$ cat config.mk
export PLATFORM = sky130hd
export DESIGN_NAME = baseband_sample_input
export DESIGN_NICKNAME = d
export VERILOG_FILES = /design/src/rtl/bsi_pkg.sv /design/src/rtl/bsi_control.sv /design/src/rtl/bsi_datapath.sv /design/src/rtl/baseband_sample_input.sv
export SDC_FILE = /design/constraint.sdc
export NUM_CORES = 1
export LEC_CHECK = 0
export BUFFER_PORTS_ARGS = -buffer_cell sky130_fd_sc_hd__buf_2
export CAP_MARGIN = 10
export CORE_ASPECT_RATIO = 1.2
export CORE_MARGIN = 2
export CORE_UTILIZATION = 30
export CTS_CLUSTER_DIAMETER = 100
export DETAILED_ROUTE_END_ITERATION = 6
export GPL_ROUTABILITY_DRIVEN = 0
export SYNTH_ARGS = -nofsm -noshare
export SYNTH_HDL_FRONTEND = slang
export SYNTH_SLANG_ARGS = --single-unit
$ cat constraint.sdc
create_clock -name clk -period 1.85 [get_ports clk]
set_input_delay 0.0925 -clock clk [delete_from_list [all_inputs] [get_ports clk]]
set_output_delay 0.0925 -clock clk [all_outputs]
set_load 0.01 [all_outputs]
$ cat src/rtl/bsi_pkg.sv
package bsi_pkg;

  // Strobes from the control to the datapath, one clk cycle wide each.
  typedef struct packed {
    logic loadPar;   // capture the parallel buses into the output registers
    logic loadSer;   // hand the held serial word to the output registers
    logic shiftEn;   // shift one serial bit into both shift registers
  } bsiStrobes_t;

endpackage

$ cat src/rtl/bsi_control.sv
module bsi_control
  import bsi_pkg::*;
#(
  parameter int SAMPLE_W = 10
) (
  input  logic        clk,
  input  logic        rstN,
  input  logic        serialMode,
  input  logic        parSyncN,
  input  logic        serClk,
  input  logic        serSync,
  output bsiStrobes_t strobes
);

  localparam int CNT_W = $clog2(SAMPLE_W + 1);
  localparam logic [CNT_W-1:0] FULL_CNT = CNT_W'(SAMPLE_W);

  logic             serClkD;
  logic             serRise;
  logic [CNT_W-1:0] bitCnt;
  logic             shiftOpen;

  // Serial clock is treated as synchronous: rising edge found by one delay stage.
  always_ff @(posedge clk) begin
    if (!rstN) serClkD <= 1'b0;
    else       serClkD <= serClk;
  end

  assign serRise   = serClk & ~serClkD;
  assign shiftOpen = (bitCnt < FULL_CNT);

  always_comb begin
    strobes         = '0;
    strobes.loadPar = ~serialMode & ~parSyncN;
    strobes.loadSer = serialMode & serRise & serSync;
    strobes.shiftEn = serialMode & serRise & ~serSync & shiftOpen;
  end

  // Bit counter: reset value is full so the register is frozen until a sync.
  always_ff @(posedge clk) begin
    if (!rstN)                bitCnt <= FULL_CNT;
    else if (strobes.loadSer) bitCnt <= '0;
    else if (strobes.shiftEn) bitCnt <= bitCnt + CNT_W'(1);
  end


  cnt_range_chk: assert property (@(posedge clk) disable iff (!rstN)
    bitCnt <= FULL_CNT);


  ser_single_chk: assert property (@(posedge clk) disable iff (!rstN)
    strobes.loadSer |=> !strobes.loadSer);


  cnt_restart_chk: assert property (@(posedge clk) disable iff (!rstN)
    strobes.loadSer |=> (bitCnt == '0));


  cnt_step_chk: assert property (@(posedge clk) disable iff (!rstN)
    strobes.shiftEn |=> (bitCnt == $past(bitCnt) + CNT_W'(1)));


  par_quiet_chk: assert property (@(posedge clk) disable iff (!rstN)
    serialMode |-> !strobes.loadPar);

endmodule

$ cat src/rtl/bsi_datapath.sv
module bsi_datapath
  import bsi_pkg::*;
#(
  parameter int SAMPLE_W = 10
) (
  input  logic                clk,
  input  logic                rstN,
  input  logic                offsetBin,
  input  bsiStrobes_t         strobes,
  input  logic [SAMPLE_W-1:0] parI,
  input  logic [SAMPLE_W-1:0] parQ,
  input  logic                serI,
  input  logic                serQ,
  output logic [SAMPLE_W-1:0] outI,
  output logic [SAMPLE_W-1:0] outQ,
  output logic                outValid
);

  localparam int MSB = SAMPLE_W - 1;

  logic [SAMPLE_W-1:0] shiftI, shiftQ;
  logic [SAMPLE_W-1:0] srcI, srcQ;
  logic [SAMPLE_W-1:0] fmtI, fmtQ;
  logic                loadAny;

  // Serial shift registers, MSB first, new bit enters at bit 0.
  always_ff @(posedge clk) begin
    if (!rstN) begin
      shiftI <= '0;
      shiftQ <= '0;
    end else if (strobes.shiftEn) begin
      shiftI <= {shiftI[MSB-1:0], serI};
      shiftQ <= {shiftQ[MSB-1:0], serQ};
    end
  end

  assign loadAny = strobes.loadPar | strobes.loadSer;
  assign srcI    = strobes.loadSer ? shiftI : parI;
  assign srcQ    = strobes.loadSer ? shiftQ : parQ;

  // Offset binary to two's complement: flip the sign bit.
  always_comb begin
    fmtI      = srcI;
    fmtQ      = srcQ;
    fmtI[MSB] = srcI[MSB] ^ offsetBin;
    fmtQ[MSB] = srcQ[MSB] ^ offsetBin;
  end

  always_ff @(posedge clk) begin
    if (!rstN) begin
      outI     <= '0;
      outQ     <= '0;
      outValid <= 1'b0;
    end else begin
      outValid <= loadAny;
      if (loadAny) begin
        outI <= fmtI;
        outQ <= fmtQ;
      end
    end
  end


  shift_hold_chk: assert property (@(posedge clk) disable iff (!rstN)
    !strobes.shiftEn |=> ($stable(shiftI) && $stable(shiftQ)));


  out_hold_chk: assert property (@(posedge clk) disable iff (!rstN)
    !loadAny |=> ($stable(outI) && $stable(outQ) && !outValid));


  ser_word_chk: assert property (@(posedge clk) disable iff (!rstN)
    (strobes.loadSer && !offsetBin) |=> (outValid && outI == $past(shiftI)
                                          && outQ == $past(shiftQ)));


  fmt_low_chk: assert property (@(posedge clk) disable iff (!rstN)
    strobes.loadPar |=> (outI[MSB-1:0] == $past(parI[MSB-1:0])));

endmodule

$ cat src/rtl/baseband_sample_input.sv
module baseband_sample_input #(
  parameter int SAMPLE_W = 10
) (
  input  logic                clk,
  input  logic                rstN,
  input  logic                serialMode,
  input  logic                offsetBin,
  input  logic [SAMPLE_W-1:0] parI,
  input  logic [SAMPLE_W-1:0] parQ,
  input  logic                parSyncN,
  input  logic                serClk,
  input  logic                serSync,
  input  logic                serI,
  input  logic                serQ,
  output logic [SAMPLE_W-1:0] outI,
  output logic [SAMPLE_W-1:0] outQ,
  output logic                outValid
);

  bsi_pkg::bsiStrobes_t strobes;

  bsi_control #(.SAMPLE_W(SAMPLE_W)) u_control (
    .clk        (clk),
    .rstN       (rstN),
    .serialMode (serialMode),
    .parSyncN   (parSyncN),
    .serClk     (serClk),
    .serSync    (serSync),
    .strobes    (strobes)
  );

  bsi_datapath #(.SAMPLE_W(SAMPLE_W)) u_datapath (
    .clk       (clk),
    .rstN      (rstN),
    .offsetBin (offsetBin),
    .strobes   (strobes),
    .parI      (parI),
    .parQ      (parQ),
    .serI      (serI),
    .serQ      (serQ),
    .outI      (outI),
    .outQ      (outQ),
    .outValid  (outValid)
  );

endmodule

* After elaboration in Yosys (flattened, before gate mapping) *
Cells that the tools add are included.
W data, S select, Z words.

operators by class
  bitwise operators = 14
  reductions and logical operators = 2
  multiplexer cells = 4
  add/subtract/negate cells = 1
  $lt $le $gt $ge = 1

operator list
  operator               count
  $mux W10               2
  $mux W4                2
  $and A1 B1 Y1          6
  $not A1 Y1             5
  $add A4 B1 Y4 const B  1
  $lt A4 B4 Y1 const B   1
  $reduce_bool A2 Y1     1
  $reduce_or A2 Y1       1
  $xor A1 B1 Y1          2
  $or A1 B1 Y1           1

word-level totals
  output and inout bits = 21
  register bits after elaboration = 46
  bits of input ports = 29

* Depth between registers and ports, before layout *
  depth after elaboration = 7
  mapped depth = 5
  gate-level depth less buffers = 4

* By module *
Synthesis repeated with hierarchy kept, for this count alone.

unflattened totals
  cells, all modules = 184
  area total of the unflattened synthesis = 1906.8 µm²

modules (own cells, without submodules)
  module        cells an instance  instances  area an instance (µm²)  seq. area each (µm²)
  bsi_datapath  159                1          1667.8                  820.8
  bsi_control   25                 1          239.0                   100.1

* Worst setup path before layout *
OpenSTA, ideal clock, no wires.

  path kind = register -> register
  start = register u_control.bitCnt[1]
  end = register u_datapath.shiftI[7]
  cell stages (with the launch flop) = 5
  path buffers = 1
  arrival time = 1138 ps
  clock period less this slack = 1210 ps
  data required time = 1778 ps
  path slack = 640 ps
  setup time = 72 ps
  path through = dfxtp_1 > o21a_1 > nor3_4 > buf_8 > mux2i_1

on the way
  word-level cells in the longest chain between the ends = 2

RTL lines
  item                      RTL line            text
  start: declaration        bsi_control.sv:20   logic [CNT_W-1:0] bitCnt;
  start signal: assignment  bsi_control.sv:43   else if (strobes.shiftEn) bitCnt <= bitCnt + CNT_W'(1);
  $lt A4 B4 Y1              bsi_control.sv:30   assign shiftOpen = (bitCnt < FULL_CNT);
  $and A1 B1 Y1             bsi_control.sv:36   strobes.shiftEn = serialMode & serRise & ~serSync & shiftOpen;
  end signal: assignment    bsi_datapath.sv:32  shiftI <= {shiftI[MSB-1:0], serI};
  end: declaration          bsi_datapath.sv:21  logic [SAMPLE_W-1:0] shiftI, shiftQ;

Every way passes these cells.
A chain may end at the register's enable or synchronous reset.

* Final worst setup path *
  start = register u_control.bitCnt[1]
  end = register u_datapath.shiftI[3]

Same word-level chain as after synthesis.

==> load_flow_metrics.sql <==
INSERT INTO impl_metrics (metric_group, metric, value, unit) VALUES
('yosys', 'yosysMostFrequentCell', 'sky130_fd_sc_hd__nand2_1', ''),
('status', 'result_of_the_run', 'completed', ''),
('timing', 'post-route-period-util', '0.785', ''),
('clock_tree', 'post_cts_resize_count', '0', ''),
('route', 'drt-pass1-iter-count', '4', ''),
('route', 'routed_wire_length_per_instance', '11.7', 'um'),
('yosys', 'synth.avg_cell_area', '9.01', 'um^2'),
('yosys', 'async_flop_share', '0', ''),
('die', 'count_of_boundary_i_o_pins', '50', ''),
('yosys', 'synth_top_cells_by_area', 'sky130_fd_sc_hd__dfxtp_1 (48%), sky130_fd_sc_hd__nand2_1 (12%), sky130_fd_sc_hd__mux2i_1 (11%), sky130_fd_sc_hd__a31oi_1 (5.9%), sky130_fd_sc_hd__o21ai_0 (4.7%)', ''),
('timing', 'postLayoutSetupSlackWorst', '0.397', 'ns'),
('yosys', 'yosys_most_used_dff', 'sky130_fd_sc_hd__dfxtp_1', ''),
('critical_path', 'setup.worst_path.start_class', 'flop', ''),
('critical_path', 'worst-path-max-fanout', '16', ''),
('grt', 'maximum_number_of_pins_on_one_net_before_global_route_repair', '43', ''),
('clock_tree', 'tritoncts_clock_tree', 'built', ''),
('pwr', 'report.power.total', '1980', 'uW'),
('critical_path', 'arrival', '1.67', 'ns'),
('critical_path', 'critical-path-slowest-cell', 'sky130_fd_sc_hd__nor3_4', ''),
('timing', 'fmaxAchievable', '0.688', 'GHz'),
('hold_path', 'min_path_type', 'input pin to flop', ''),
('timing', 'fin_setup_tns', '0', 'ns'),
('timing', 'hold_violations', '0', ''),
('die', 'rows', '31', ''),
('grt', 'first_global_vias', '1510', ''),
('clock_tree', 'cts_made_buffers', '5', ''),
('finish', 'final_net_count', '286', ''),
('die', 'design.core.area', '6090', 'um^2'),
('yosys', 'post_synth_xor_area_fraction', '0.0184', ''),
('critical_path', 'cp_cell_sequence', 'o21a_1, nor3_4, buf_12, mux2i_1', ''),
('clock_tree', 'post-cts-setup-buffer-count', '0', ''),
('yosys', 'synth_area', '1900', 'um^2'),
('route', 'avgViaCountPerCell', '4.61', ''),
('clock_tree', 'clk-insertion-delay-late', '0.29', 'ns'),
('route', 'drt.antenna.violating_nets', '0', ''),
('finish', 'layout_fillers', '664', ''),
('yosys', 'synth_seq_area_share', '0.485', ''),
('timing', 'rsz0062_at_grt', 'no', ''),
('timing', 'worst_clock_skew', '0.00924', 'ns'),
('yosys', 'yosys.cell_types.count', '32', ''),
('critical_path', 'critical-path-max-stage-delay', '0.39', 'ns'),
('yosys', 'post_synth_inst_count', '211', ''),
('clock_tree', 'cts_buffer_depth', '2', ''),
('critical_path', 'required', '2.07', 'ns'),
('yosys', 'synth_adder_area_share', '0.00658', ''),
('die', 'die_width', '76.7', 'um'),
('yosys', 'complex_gate_fraction_of_the_synthesized_area', '0.159', ''),
('timing', 'timing_max_transition_violations_final', '0', ''),
('pwr', 'total_leakage_power', '0.000926', 'uW'),
('yosys', 'syn_nets', '241', ''),
('clock_tree', 'clockRootBuffer', 'sky130_fd_sc_hd__clkbuf_8', ''),
('place', 'buffer_ports.inserted', '49', ''),
('die', 'die_height', '91.2', 'um'),
('clock_tree', 'clk_pin_slew_worst_paths', '0.09', 'ns'),
('route', 'initialDrtViolationCount', '37', ''),
('die', 'initial_core_util', '0.312', ''),
('finish', 'syn2layout_area_growth', '22.8', '%'),
('yosys', 'post_synth_edffs', '0', ''),
('clock_tree', 'post_cts_hold_buffer_count', '0', ''),
('timing', 'relSlewSlack', '0.679', ''),
('timing', 'timing.final.setup_violations', '0', ''),
('flow_run', 'maxCapViolCount', '0', ''),
('place', 'hpwl', '2730', 'um'),
('critical_path', 'kind_of_end_point_of_the_critical_path', 'flop', ''),
('grt', 'gr-total-overflow', '0', ''),
('critical_path', 'worstPathBufferInverterCount', '1', ''),
('yosys', 'synth.mux.area_fraction', '0.105', ''),
('finish', 'num_antenna_cells', '0', ''),
('place', 'post_dp_cell_area', '2220', 'um^2'),
('yosys', 'yosysWarningCount', '0', ''),
('yosys', 'synth_top_family_by_area', 'simple AND/OR/NAND/NOR gates', '');
[metal layers]
| metal | wire length (um) | vias to the layer above | global-route usage |
|---|---|---|---|
| met1 | 1900 | 706 | 0.147 |
| met3 | 161 | 4 | 0.0298 |
| li1 | - | 817 | - |
| met2 | 1840 | 37 | 0.201 |
| met4 | 62 | 0 | 0.0455 |
| met5 | 0 | - | 0 |
[cell families after synthesis]
group / Yosys count
buffers and inverters: 17
adder cells (fa/ha/maj): 1
XOR/XNOR: 4
flip-flops: 46
AO/OA/AOI/OAI: 49
AND/OR/NAND/NOR: 74
multiplexers: 20
[layout by cell type, fill, tap and decap left out, types with 3 or more instances in the layout]
master,Yosys,final
sky130_fd_sc_hd__nand2_1,61,61
sky130_fd_sc_hd__mux2i_1,20,20
sky130_fd_sc_hd__o21a_1,3,3
sky130_fd_sc_hd__buf_2,4,49
sky130_fd_sc_hd__xnor2_1,4,4
sky130_fd_sc_hd__dfxtp_1,46,46
sky130_fd_sc_hd__a31oi_1,18,18
sky130_fd_sc_hd__buf_4,0,3
sky130_fd_sc_hd__o21ai_0,18,18
sky130_fd_sc_hd__clkbuf_8,0,5
[registers in the layout, indices dropped and copies added, names as in the netlist]
signal and cells:
u_datapath.shiftI 10, u_control.bitCnt 4, u_control.serClkD 1, u_datapath.outI 10, u_datapath.outQ 10, u_datapath.shiftQ 10, u_datapath.outValid 1
[layout make-up]
type,instances,area (um^2),share of cell area
tap,82,103,0.0440
timing repair buffer,54,308,0.132
multi-input combinational,148,888,0.381
clock buffer,6,72.6,0.0311
clock inverter,2,37.5,0.0161
sequential,46,921,0.395
inverter,1,3.75,0.00161
[final timing paths]
kind / cells past startpoint / to / slack (ns) / start
setup / recovery: 4 / u_datapath.shiftI[3]$_SDFFE_PN0N_ / 0.40 / u_control.bitCnt[1]$_SDFFE_PN1P_
hold / removal: 3 / u_datapath.outI[7]$_SDFFE_PN0P_ / 0.04 / parI[7]
setup reg to reg: 4 / u_datapath.shiftI[3]$_SDFFE_PN0N_ / 0.40 / u_control.bitCnt[1]$_SDFFE_PN1P_
hold reg to reg: 2 / u_datapath.outQ[7]$_SDFFE_PN0P_ / 0.47 / u_datapath.outQ[7]$_SDFFE_PN0P_
[metrics by stage]
stage / cells / utilization / hold slack (ns)
5_1_grt: 339 / 0.383 / 0.0367
3_3_place_gp: 331 / 0.365 / 0.354
6_report: 339 / 0.383 / 0.0392
2_1_floorplan: 211 / - / 0.220
3_5_place_dp: 331 / 0.365 / 0.357
4_1_cts: 339 / 0.383 / 0.0318
[power by group]
part,internal [uW],switching (uW),total [uW]
Clock,403,334,738
Sequential,1020,16.6,1040
Combinational,93.7,112,206
[worst register-to-register path, stage by stage (launching register included)]
cell                      delay [ns]
sky130_fd_sc_hd__dfxtp_1        0.35
sky130_fd_sc_hd__o21a_1         0.22
sky130_fd_sc_hd__nor3_4         0.39
sky130_fd_sc_hd__buf_12         0.23
sky130_fd_sc_hd__mux2i_1        0.20
No activity file was read; power rests on OpenSTA's default activity.
